[src/rtl/wdog2s_pkg.sv]
package wdog2s_pkg;

  typedef enum logic [1:0] {
    ST_ONE  = 2'd0,
    ST_TWO  = 2'd1,
    ST_DONE = 2'd2
  } stage_e;

  typedef enum logic [1:0] {
    UL_IDLE = 2'd0,
    UL_HALF = 2'd1,
    UL_OPEN = 2'd2
  } unlock_e;

  localparam logic [2:0] A_PRE1   = 3'd0;
  localparam logic [2:0] A_PRE2   = 3'd1;
  localparam logic [2:0] A_STAT   = 3'd2;
  localparam logic [2:0] A_CTRL   = 3'd3;
  localparam logic [2:0] A_KEY    = 3'd4;
  localparam logic [2:0] A_RELOAD = 3'd5;

  localparam int CB_EN   = 0;
  localparam int CB_FREE = 1;
  localparam int CB_OE   = 2;
  localparam int CB_LOCK = 3;
  localparam int CTRL_W  = 4;

endpackage

[src/rtl/wdog2s_regs.sv]
module wdog2s_regs
  import wdog2s_pkg::*;
#(
  parameter int          PRE_W = 20,
  parameter logic [31:0] KEY_A = 32'h0000_005A,
  parameter logic [31:0] KEY_B = 32'h0000_00C3
) (
  input  logic              clk,
  input  logic              rst_n,
  input  logic [2:0]        bus_addr,
  input  logic              bus_wr,
  input  logic [31:0]       bus_wdata,
  input  logic              stage1_expire,
  output logic [31:0]       bus_rdata,
  output logic [PRE_W-1:0]  pre1,
  output logic [PRE_W-1:0]  pre2,
  output logic [CTRL_W-1:0] ctrl,
  output logic              status,
  output logic              reload_fire
);

  unlock_e ul_q, ul_d;
  logic    win_open;

  assign win_open    = (ul_q == UL_OPEN);
  assign reload_fire = bus_wr && (bus_addr == A_RELOAD) && win_open;

  always_comb begin
    ul_d = ul_q;
    if (bus_wr) begin
      if (bus_addr == A_KEY) begin
        if (bus_wdata == KEY_A)                         ul_d = UL_HALF;
        else if (ul_q == UL_HALF && bus_wdata == KEY_B) ul_d = UL_OPEN;
        else                                            ul_d = UL_IDLE;
      end else begin
        ul_d = UL_IDLE;
      end
    end
  end

  always_ff @(posedge clk or negedge rst_n) begin
    if (!rst_n) begin
      ul_q   <= UL_IDLE;
      pre1   <= '0;
      pre2   <= '0;
      ctrl   <= '0;
      status <= 1'b0;
    end else begin
      ul_q <= ul_d;
      if (stage1_expire)                                     status <= 1'b1;
      else if (bus_wr && bus_addr == A_STAT && bus_wdata[0]) status <= 1'b0;
      if (bus_wr) begin
        case (bus_addr)
          A_PRE1: if (win_open) pre1 <= bus_wdata[PRE_W-1:0];
          A_PRE2: if (win_open) pre2 <= bus_wdata[PRE_W-1:0];
          A_CTRL: if (!ctrl[CB_LOCK]) ctrl <= bus_wdata[CTRL_W-1:0];
          default: ;
        endcase
      end
    end
  end

  always_comb begin
    case (bus_addr)
      A_PRE1:  bus_rdata = {{(32-PRE_W){1'b0}}, pre1};
      A_PRE2:  bus_rdata = {{(32-PRE_W){1'b0}}, pre2};
      A_STAT:  bus_rdata = {31'b0, status};
      A_CTRL:  bus_rdata = {{(32-CTRL_W){1'b0}}, ctrl};
      default: bus_rdata = '0;
    endcase
  end

endmodule

[src/rtl/wdog2s_counter.sv]
module wdog2s_counter
  import wdog2s_pkg::*;
#(
  parameter int PRE_W = 20,
  parameter int PSC_W = 15
) (
  input  logic             clk,
  input  logic             rst_n,
  input  logic             run_en,
  input  logic             free_mode,
  input  logic             reload_fire,
  input  logic [PRE_W-1:0] pre1,
  input  logic [PRE_W-1:0] pre2,
  output logic             stage1_expire,
  output logic             stage2_expire,
  output logic             tout_hit,
  output stage_e           stage
);

  localparam int CNT_W = PRE_W + PSC_W;

  function automatic logic [CNT_W-1:0] stage_load(input logic [PRE_W-1:0] pl);
    return {pl, {PSC_W{1'b1}}};
  endfunction

  logic [CNT_W-1:0] cnt;
  logic             at_zero;
  logic             live;

  assign at_zero       = (cnt == '0);
  assign live          = run_en && !reload_fire;
  assign stage1_expire = live && (stage == ST_ONE) && at_zero;
  assign stage2_expire = live && !free_mode && (stage == ST_TWO) && at_zero;

  always_ff @(posedge clk or negedge rst_n) begin
    if (!rst_n) begin
      stage    <= ST_ONE;
      cnt      <= '0;
      tout_hit <= 1'b0;
    end else begin
      if (reload_fire)        tout_hit <= 1'b0;
      else if (stage2_expire) tout_hit <= 1'b1;

      if (!run_en || reload_fire) begin
        stage <= ST_ONE;
        cnt   <= stage_load(pre1);
      end else begin
        case (stage)
          ST_ONE: begin
            if (!at_zero)       cnt <= cnt - 1'b1;
            else if (free_mode) cnt <= stage_load(pre1);
            else begin
              stage <= ST_TWO;
              cnt   <= stage_load(pre2);
            end
          end
          ST_TWO: begin
            if (free_mode) begin
              stage <= ST_ONE;
              cnt   <= stage_load(pre1);
            end else if (!at_zero) cnt <= cnt - 1'b1;
            else                   stage <= ST_DONE;
          end
          default: ;
        endcase
      end
    end
  end

endmodule

[src/rtl/wdog2s_top.sv]
module wdog2s_top
  import wdog2s_pkg::*;
#(
  parameter int          PRE_W = 20,
  parameter int          PSC_W = 15,
  parameter logic [31:0] KEY_A = 32'h0000_005A,
  parameter logic [31:0] KEY_B = 32'h0000_00C3
) (
  input  logic        clk,
  input  logic        rst_n,
  input  logic [2:0]  bus_addr,
  input  logic        bus_wr,
  input  logic [31:0] bus_wdata,
  output logic [31:0] bus_rdata,
  output logic        irq,
  output logic        tout_n
);

  logic [PRE_W-1:0]  pre1, pre2;
  logic [CTRL_W-1:0] ctrl;
  logic              status;
  logic              reload_fire;
  logic              stage1_expire, stage2_expire;
  logic              tout_hit;
  stage_e            stage;

  wdog2s_regs #(.PRE_W(PRE_W), .KEY_A(KEY_A), .KEY_B(KEY_B)) regs_i (
    .clk           (clk),
    .rst_n         (rst_n),
    .bus_addr      (bus_addr),
    .bus_wr        (bus_wr),
    .bus_wdata     (bus_wdata),
    .stage1_expire (stage1_expire),
    .bus_rdata     (bus_rdata),
    .pre1          (pre1),
    .pre2          (pre2),
    .ctrl          (ctrl),
    .status        (status),
    .reload_fire   (reload_fire)
  );

  wdog2s_counter #(.PRE_W(PRE_W), .PSC_W(PSC_W)) cnt_i (
    .clk           (clk),
    .rst_n         (rst_n),
    .run_en        (ctrl[CB_EN]),
    .free_mode     (ctrl[CB_FREE]),
    .reload_fire   (reload_fire),
    .pre1          (pre1),
    .pre2          (pre2),
    .stage1_expire (stage1_expire),
    .stage2_expire (stage2_expire),
    .tout_hit      (tout_hit),
    .stage         (stage)
  );

  assign irq    = status;
  assign tout_n = ~(tout_hit & ctrl[CB_OE]);

endmodule

[config.mk]
export PLATFORM = sky130hd
export DESIGN_NAME = wdog2s_top
export DESIGN_NICKNAME = d
export VERILOG_FILES = /design/src/rtl/wdog2s_pkg.sv /design/src/rtl/wdog2s_regs.sv /design/src/rtl/wdog2s_counter.sv /design/src/rtl/wdog2s_top.sv
export SDC_FILE = /design/constraint.sdc
export NUM_CORES = 1
export LEC_CHECK = 0
export ABC_CLOCK_PERIOD_IN_PS = 2800
export BUFFER_PORTS_ARGS = -buffer_cell sky130_fd_sc_hd__buf_2
export CORE_MARGIN = 4
export CORE_UTILIZATION = 52
export DETAILED_ROUTE_END_ITERATION = 8
export GPL_ROUTABILITY_DRIVEN = 1
export PLACE_DENSITY = 0.77
export SETUP_SLACK_MARGIN = 0.02
export SKIP_LAST_GASP = 1
export SLEW_MARGIN = 20
export SYNTH_ARGS = -nofsm -noshare
export SYNTH_HDL_FRONTEND = slang
export SYNTH_HIERARCHICAL = 1
export SYNTH_SLANG_ARGS = --single-unit
[constraint.sdc]
create_clock -name clk -period 2.8 [get_ports clk]
set_input_delay 0 -clock clk [delete_from_list [all_inputs] [get_ports clk]]
set_output_delay 0 -clock clk [all_outputs]
set_load 0.02 [all_outputs]
==> reports/results.ini, run 1 <==
[timing]
report.final.hold_viol_count=0
holdWs_ns=0.1125
final.setup.tns_ns=0
tightest_slew_ns=0.9502
rsz_0062_raised_after_global_routing=no
final.setup_skew_ns=0.01625
post-route-worst-setup-slack_ns=0.1504
finalSetupViolCount=0
slew_headroom=0.3650
period_needed_ns=2.650
timing.fmax_mhz=377.4
layout_worst_path_cycle_share=0.9463
final-max-slew-violation-count=0

[critical_path]
start_kind=flop
endpoint_kind=flop
cp_data_arrival_time_ns=2.96
timing.critical_path.required_ns=3.11
reg2regPathDepth=9
worst_r2r_startpoint=cnt_i/cnt[19]
reg2reg_to=cnt_i/cnt[17]
crit_type=flop to flop
worst-r2r-setup-slack_ns=0.15
cp_max_fo=18

[yosys]
synth-warning-count=6
yosysSeqAreaShare=0.4505
syn-instance-count=474
synth.cell_area_sq_um=4722
synth-edff-count=0
average_instance_area_after_synthesis_sq_um=9.962
ys_flop_type=sky130_fd_sc_hd__dfrtp_1
ys_async_sr_fraction=1.000
post_synth_num_cell_types=59
ys_seq_elements=85

[routing]
routed_wire_length_per_instance_um=18.90
drt-initial-drc-count=255
via_count=4256
route.antenna.remaining_nets=0
route.final.wire_length_mm=12.78
drt_pre_antenna_iters=5
via_per_inst=6.296
number_of_remaining_drc_errors=0

[flow_run]
maxCapViolations=0

[global_routing]
use_met1=0.3346
grt_pass1_wl_mm=21.18
global_route.overflow_total=0
vias_in_the_first_global_route=4268
grtUsageMet2=0.4248
grt_start_max_net_pins=86
grt_busiest_layer=met2
antenna_violations_before_repair=0
grt.met3_usage=0.04494
gr-usage-all-layers=0.2552

[die]
floorplan.initialDensity=0.5388
io-pin-count=72
die_height_um=103.3
std_cell_rows=34
design.die.area_sq_um=10670
fp.coreArea_sq_um=8763
die_w_um=103.3

[clock_tree]
clk_pin_slew_ns=0.09
tritoncts_sink_count=85
cts_tree=yes
clockRootBuffer=sky130_fd_sc_hd__clkbuf_8
cts_post_setup_buffers_inserted=0
h_tree_depth_reported_by_cts=3
clk-insertion-delay-late_ns=0.38
cts-root-to-sink-buffers=2
total_clock_buffers_created_by_cts=9

[placement]
place_worst_setup_slack_ns=0.1748
placement.io_buffers=59
dp.final_hpwl_mm=8.742
placedInstanceArea_sq_um=5159
place_congestion=0.9499
dpl.cell_count=635

[outcome]
result_of_the_run=completed

[final_layout]
area_growth_pct=19.29
stdcell_area_sq_um=5633
register_area_sq_um=2127
multiInputGateArea_sq_um=2420
final_util=0.6428
layout-drive-gt1-share=0.2658
layoutNonFillerInstCount=676
fillerInstances=697
most_common_cell_after_layout_fill_and_taps_aside=sky130_fd_sc_hd__dfrtp_1
num_antenna_cells=0
fin_nets=602
most-common-layout-cells=sky130_fd_sc_hd__dfrtp_1, sky130_fd_sc_hd__buf_2, sky130_fd_sc_hd__mux2_2, sky130_fd_sc_hd__nor2_1, sky130_fd_sc_hd__a21oi_1

[hold_path]
hold_ep=regs_i/ctrl[3]
worst_hold_startpoint=bus_addr[0]
hold-path-cell-count=2
holdCritPathClass=input port to flop

[power]
cellPowerDensity_nw_per_um2=513.5
fin_total_pwr_mw=2.892
cellLeakagePower_nw=2.536
ir_worst_vdd_mv=0.3052

-- cells by family after synthesis --
| group | share of synthesized area |
|---|---|
| AOI/OAI and AO/OA | 0.1974 |
| adders and majority gates | 0.002649 |
| other | 0.0007942 |
| buffers and inverters | 0.05088 |
| and+or+nand+nor | 0.1802 |
| muxes | 0.1158 |
| DFF | 0.4505 |
| xor gates and xnor gates | 0.001855 |
-- Yosys cell counts, types with 3 or more instances --
library cell	number	area (sq um)
sky130_fd_sc_hd__buf_2	12	60.06
sky130_fd_sc_hd__o21ai_1	29	145.1
sky130_fd_sc_hd__nand3_1	7	35.03
sky130_fd_sc_hd__or3_1	8	50.05
sky130_fd_sc_hd__nor2_1	40	150.1
sky130_fd_sc_hd__nand4_1	7	43.79
sky130_fd_sc_hd__mux2i_1	4	40.04
sky130_fd_sc_hd__a221oi_1	7	61.31
sky130_fd_sc_hd__nor3_1	21	105.1
sky130_fd_sc_hd__nor2b_1	5	31.28
sky130_fd_sc_hd__o41ai_1	3	26.28
sky130_fd_sc_hd__nand3b_1	3	22.52
sky130_fd_sc_hd__o21a_1	5	37.54
sky130_fd_sc_hd__o22ai_1	3	18.77
sky130_fd_sc_hd__a21oi_1	34	170.2
sky130_fd_sc_hd__dfrtp_1	85	2127
sky130_fd_sc_hd__a211oi_1	3	22.52
sky130_fd_sc_hd__nand2_1	27	101.4
sky130_fd_sc_hd__buf_4	15	112.6
sky130_fd_sc_hd__mux2_2	43	484.2
sky130_fd_sc_hd__inv_1	7	26.28
sky130_fd_sc_hd__a21o_1	3	22.52
sky130_fd_sc_hd__a22o_1	23	201.4
sky130_fd_sc_hd__nor4_1	12	75.07
sky130_fd_sc_hd__o21ai_0	8	40.04
sky130_fd_sc_hd__and4_1	3	26.28
sky130_fd_sc_hd__and2_1	6	37.54
sky130_fd_sc_hd__a31oi_1	5	31.28
sky130_fd_sc_hd__nor4b_1	5	43.79
sky130_fd_sc_hd__clkbuf_1	7	26.28
-- worst max-delay path, cell delays in order, from the launching register on --
cell	delay, ns
sky130_fd_sc_hd__dfrtp_1	0.42
sky130_fd_sc_hd__or4_4	0.61
sky130_fd_sc_hd__nor4_1	0.39
sky130_fd_sc_hd__nand4_1	0.18
sky130_fd_sc_hd__buf_4	0.18
sky130_fd_sc_hd__nor4_4	0.12
sky130_fd_sc_hd__buf_4	0.28
sky130_fd_sc_hd__a21oi_1	0.12
sky130_fd_sc_hd__a21oi_1	0.18
sky130_fd_sc_hd__a21o_1	0.10
-- power by group --
group	internal, mW	leakage, nW	switching [mW]
Combinational	0.249	1.33	0.386
Clock	0.435	0.108	0.505
Sequential	1.27	1.10	0.0521
Total	1.95	2.54	0.942
-- final cells by class --
class,instances,share of cell area
Timing Repair Buffer,102,0.1264
Clock inverter,7,0.01510
Multi-Input combinational cell,357,0.4296
Sequential cell,85,0.3776
Clock buffer,9,0.02199
Inverter,8,0.005331
Tap cell,108,0.02399
-- sequential cells by signal, summed over array words and instances (netlist names) --
signal,cells
cnt_i/cnt,35
cnt_i/stage,2
regs_i/status,1
regs_i/pre2,20
regs_i/ul_q,2
regs_i/pre1,20
cnt_i/tout_hit,1
regs_i/ctrl,4
-- timing repair --
action	4_1_cts	5_1_grt
endpoints found under the setup margin	0	12
hold buffers	25	0
endpoints found under the hold margin	132	0
gates resized for setup	0	2
-- how the worst max path moves through the flow --
stage	start	endpoint	slack (ns)	cells after the start
after floorplan	cnt_i/cnt[19]	cnt_i/cnt[5]	0.23	10
after global placement	cnt_i/cnt[27]	cnt_i/cnt[17]	0.18	8
after detailed placement	cnt_i/cnt[27]	cnt_i/cnt[30]	0.17	8
after CTS	cnt_i/cnt[27]	cnt_i/cnt[30]	0.14	8
after global routing	cnt_i/cnt[19]	cnt_i/cnt[17]	0.02	9
final	cnt_i/cnt[19]	cnt_i/cnt[17]	0.15	9
-- routing by layer --
| metal | share of wire | vias to the layer above |
|---|---|---|
| met5 | 0 | - |
| met4 | 0.020 | 0 |
| met3 | 0.058 | 21 |
| met2 | 0.50 | 182 |
| met1 | 0.42 | 2100 |
| li1 | - | 1953 |
Note: power is estimated with default switching activity, not from simulation.
==> inputs of run 2 (changes only) <==
RECOVER_POWER = 50   (was default)
==> reports/results.ini, run 2 (same netlist as run 1, synthesis figures left out) <==
[outcome]
result_of_the_run=complete, but fails checks
violations=capacitance limit, slew limit

[critical_path]
timing.critical_path.required_ns=3.11
start_kind=flop
timing.critical_path.depth=9
reg2regPathDepth=9
crit_path_start=cnt_i/cnt[19]
crit_slowest_cell=sky130_fd_sc_hd__or4_4
reg2reg_to=cnt_i/cnt[17]
cp_data_arrival_time_ns=2.95
cp_max_fo=18
crit_end=cnt_i/cnt[17]
worst-r2r-setup-slack_ns=0.16
slowest_delay_ns=0.61
cpLargestDelayFamily=simple AND/OR/NAND/NOR gates
crit_type=flop to flop
crit_path_cell_trace=or4_4, nor4_1, nand4_1, buf_4, nor4_4, buf_4, a21oi_1, a21oi_1, a21o_1
worst_r2r_startpoint=cnt_i/cnt[19]
cp_num_buf_inv=2
endpoint_kind=flop

[timing]
finalSetupViolCount=0
final.setup.tns_ns=0
report.final.hold_viol_count=0
slew_headroom=-0.4012
layout_worst_path_cycle_share=0.9435
period_needed_ns=2.642
tightest_slew_ns=2.102
final.setup_skew_ns=0.01576
rsz_0062_raised_after_global_routing=no
holdWs_ns=0.2102
final-max-slew-violation-count=86
timing.fmax_mhz=378.5

[routing]
route.antenna.remaining_nets=0
via_count=4247
via_per_inst=6.283
routed_wire_length_per_instance_um=18.91
number_of_remaining_drc_errors=0
route.final.wire_length_mm=12.78
drt-initial-drc-count=252
drt_pre_antenna_iters=5

[global_routing]
grt_start_max_net_pins=86
grt_pass1_wl_mm=21.18
antenna_violations_before_repair=0
grt.met3_usage=0.04494
use_met1=0.3346
grtUsageMet2=0.4248
gr-usage-all-layers=0.2552
grt_busiest_layer=met2
vias_in_the_first_global_route=4268
global_route.overflow_total=0

[clock_tree]
clk-insertion-delay-late_ns=0.37
tritoncts_sink_count=85
cts_post_setup_buffers_inserted=0
h_tree_depth_reported_by_cts=3
cts-root-to-sink-buffers=2
clockRootBuffer=sky130_fd_sc_hd__clkbuf_8
total_clock_buffers_created_by_cts=9
clk_pin_slew_ns=0.09
cts_tree=yes

[placement]
dpl.cell_count=635
placement.io_buffers=59
dp.final_hpwl_mm=8.742
placedInstanceArea_sq_um=5159
place_congestion=0.9499

[die]
fp.coreArea_sq_um=8763
std_cell_rows=34
design.die.area_sq_um=10670
floorplan.initialDensity=0.5388
die_height_um=103.3
io-pin-count=72
die_w_um=103.3

[final_layout]
largest_register_ffs=35
largest_register=cnt_i/cnt
fillerInstances=705
reg_top3=cnt_i/cnt (35), regs_i/pre1 (20), regs_i/pre2 (20)
stdcell_area_sq_um=5605
most_common_cell_after_layout_fill_and_taps_aside=sky130_fd_sc_hd__dfrtp_1
most-common-layout-cells=sky130_fd_sc_hd__dfrtp_1, sky130_fd_sc_hd__buf_2, sky130_fd_sc_hd__mux2_2, sky130_fd_sc_hd__nor2_1, sky130_fd_sc_hd__a21oi_1
num_antenna_cells=0
area_growth_pct=18.71
fin_nets=602
layoutNonFillerInstCount=676
layout-drive-gt1-share=0.2535

[power]
cellLeakagePower_nw=2.508
cellPowerDensity_nw_per_um2=515.7
fin_total_pwr_mw=2.891
ir_worst_vdd_mv=0.3035

[flow_run]
maxCapViolations=1

[hold_path]
holdCritPathClass=input port to flop

[run 2: cell types whose count changed in the layout (fill, tap and decap cells not counted), sizes merged]
cell / change
buf: -7
clkbuf: +7
[run 2: power breakdown]
group | leakage (nW) | internal, mW | switching [mW]
clock network | 0.108 | 0.435 | 0.505
logic | 1.30 | 0.247 | 0.386
registers | 1.10 | 1.27 | 0.0525
total | 2.51 | 1.95 | 0.943
[run 2: cell type report]
| class | count | area, sq um | area share |
|---|---|---|---|
| Clock buffer | 9 | 123.9 | 0.02210 |
| Clock inverter | 7 | 85.08 | 0.01518 |
| Inverter | 8 | 30.03 | 0.005357 |
| Multi-Input combinational cell | 357 | 2409 | 0.4297 |
| Sequential cell | 85 | 2127 | 0.3795 |
| Tap cell | 108 | 135.1 | 0.02411 |
| Timing Repair Buffer | 102 | 695.7 | 0.1241 |
[run 2: how the worst min path moves through the flow]
stage	slack (ns)	depth (start not counted)	endpoint	start
6_report	0.21	5	cnt_i/tout_hit	bus_addr[2]
3_3_place_gp	0.25	1	cnt_i/cnt[13]	rst_n
4_1_cts	0.10	2	regs_i/ctrl[3]	bus_addr[0]
5_1_grt	0.22	5	cnt_i/tout_hit	bus_addr[2]
2_1_floorplan	-0.30	0	cnt_i/cnt[0]	rst_n
3_5_place_dp	0.26	1	regs_i/pre1[0]	rst_n
[run 2: worst register-to-register path, delay by kind of cell, from the launching register on]
family,cells,cell delay [ns]
flip-flops,1,0.42
AO/OA/AOI/OAI,3,0.41
AND/OR/NAND/NOR,4,1.29
buffers and inverters,2,0.47
[run 2: metrics by stage]
stage	worst slack (ns)	utilization
floorplan	0.2335	-
finish	0.1582	0.6396
global route	0.02404	0.6396
global placement	0.1797	0.5885
CTS	0.1418	0.6411
detailed placement	0.1748	0.5887
[run 2: timing repair]
action	4_1_cts	5_1_grt
hold buffers	25	0
gates resized for setup	0	2
hold endpoints to repair	132	0
endpoints found under the setup margin	0	12
[run 2: per-layer routing]
metal  vias to the layer above  routed length, um
li1                       1954                  -
met1                      2102               5484
met2                       161               6295
met3                        30                693
met4                         0                310
met5                         -                  0
==> inputs of run 3 (changes only) <==
MAX_ROUTING_LAYER = met4   (was default)
==> reports/results.ini, run 3 (same netlist as run 1, synthesis figures left out) <==
[critical_path]
start_kind=flop
endpoint_kind=flop
slowest_delay_ns=0.61
crit_path_cell_trace=or4_4, nor4_1, nand4_1, o31a_1, inv_2, buf_12, a21oi_1, o22ai_1
crit_slowest_cell=sky130_fd_sc_hd__or4_4
cp_num_buf_inv=2
cpLargestDelayFamily=simple AND/OR/NAND/NOR gates
crit_type=flop to flop
timing.critical_path.required_ns=3.08
cp_max_fo=21
cp_data_arrival_time_ns=2.90

[final_layout]
area_growth_pct=19.02
fillerInstances=705
fin_nets=602
layout-drive-gt1-share=0.2535
register_area_sq_um=2127
most_common_cell_after_layout_fill_and_taps_aside=sky130_fd_sc_hd__dfrtp_1
largest_register=cnt_i/cnt
layoutNonFillerInstCount=676
largest_register_ffs=35
most-common-layout-cells=sky130_fd_sc_hd__dfrtp_1, sky130_fd_sc_hd__buf_2, sky130_fd_sc_hd__mux2_2, sky130_fd_sc_hd__nor2_1, sky130_fd_sc_hd__a21oi_1
multiInputGateArea_sq_um=2409
num_antenna_cells=0
reg_top3=cnt_i/cnt (35), regs_i/pre1 (20), regs_i/pre2 (20)

[timing]
report.final.hold_viol_count=0
rsz_0062_raised_after_global_routing=no
slew_headroom=-0.4079
period_needed_ns=2.623
layout_worst_path_cycle_share=0.9369
final.setup_skew_ns=0.01327
final.setup.tns_ns=0
timing.fmax_mhz=381.2
final-max-slew-violation-count=86
tightest_slew_ns=2.112
finalSetupViolCount=0

[flow_run]
maxCapViolations=1

[clock_tree]
h_tree_depth_reported_by_cts=3
clk-insertion-delay-late_ns=0.37
tritoncts_sink_count=85
cts_tree=yes
total_clock_buffers_created_by_cts=9
clockRootBuffer=sky130_fd_sc_hd__clkbuf_8
clk_pin_slew_ns=0.09
cts-root-to-sink-buffers=2

[placement]
place_congestion=0.9776
dpl.cell_count=635
dp.final_hpwl_mm=8.831
placement.io_buffers=59

[power]
cellPowerDensity_nw_per_um2=517.0
ir_worst_vdd_mv=0.3994
cellLeakagePower_nw=2.513

[die]
design.die.area_sq_um=10670
floorplan.initialDensity=0.5388
io-pin-count=72
die_w_um=103.3
die_height_um=103.3
fp.coreArea_sq_um=8763
std_cell_rows=34

[outcome]
result_of_the_run=complete, but fails checks
violations=capacitance limit, slew limit

[hold_path]
holdCritPathClass=input port to flop

[routing]
via_count=4216
drt_pre_antenna_iters=5
drt-initial-drc-count=252
routed_wire_length_per_instance_um=19.06
via_per_inst=6.237
route.final.wire_length_mm=12.88
route.antenna.remaining_nets=0
number_of_remaining_drc_errors=0

[global_routing]
antenna_violations_before_repair=0
vias_in_the_first_global_route=4196
grt_start_max_net_pins=86
gr-usage-all-layers=0.2585
grt_pass1_wl_mm=20.81
global_route.overflow_total=0

[run 3: changes by cell type in the layout (fill, tap and decap cells not counted)]
cell	delta
sky130_fd_sc_hd__buf_12	+1
sky130_fd_sc_hd__inv_6	-1
sky130_fd_sc_hd__inv_8	+1
sky130_fd_sc_hd__buf_4	-1
[run 3: what timing repair did]
action / CTS / global route
hold buffers: 25 / 0
endpoints found under the setup margin: 0 / 7
buffers inserted: 0 / 0
resized for setup: 0 / 2
endpoints found under the hold margin: 129 / 0
[run 3: report_power, final]
group          total (mW)  internal (mW)  switching [mW]
registers            1.32           1.27          0.0492
logic               0.648          0.254           0.394
clock network       0.942          0.438           0.505
total                2.91           1.96           0.948
[run 3: final timing paths]
kind	startpoint	end	slack (ns)	depth (start not counted)
min in group asynchronous	rst_n	regs_i/pre2[0]	0.78	2
min	bus_wdata[2]	regs_i/ctrl[2]	0.02	2
max reg2reg	cnt_i/cnt[19]	cnt_i/cnt[18]	0.18	8
min reg2reg	cnt_i/cnt[17]	cnt_i/cnt[17]	0.49	1
max	cnt_i/cnt[19]	cnt_i/cnt[18]	0.18	8
max in group asynchronous	rst_n	regs_i/pre2[17]	0.78	2
[run 3: worst reg2reg max path: cells and delay by family, from the launching register on]
family	cells	cell delay (ns)
simple gates	3	1.14
compound gates	3	0.59
flops	1	0.42
buf+inv	2	0.39
[run 3: routing by layer]
| metal | share of wire | global-route usage | up-vias |
|---|---|---|---|
| met5 | 0 | - | - |
| met4 | 0.017 | 0.08566 | 0 |
| met3 | 0.055 | 0.04359 | 18 |
| met2 | 0.50 | 0.4267 | 164 |
| met1 | 0.43 | 0.3247 | 2089 |
| li1 | - | - | 1945 |
[run 3: final cells by class]
class | instances | share of cell area
Tap cell | 108 | 0.02404
Multi-Input combinational cell | 357 | 0.4285
Timing Repair Buffer | 102 | 0.1260
Inverter | 8 | 0.005343
Clock inverter | 7 | 0.01558
Clock buffer | 9 | 0.02204
Sequential cell | 85 | 0.3785
[run 3: metrics by stage]
stage                     setup slack (ns)  instance area [sq um]  utilization  hold slack (ns)  total power [mW]
after detailed placement            0.1464                   5171       0.5901           0.2626             1.952
after global placement              0.1625                   5170       0.5899           0.2585             1.936
after global routing               0.04783                   5620       0.6413          0.01526             3.039
final                               0.1765                   5620       0.6413          0.02155             2.906
after CTS                           0.1412                   5633       0.6428        0.0001243             2.915
after floorplan                     0.2335                   4763            -          -0.2956             1.729
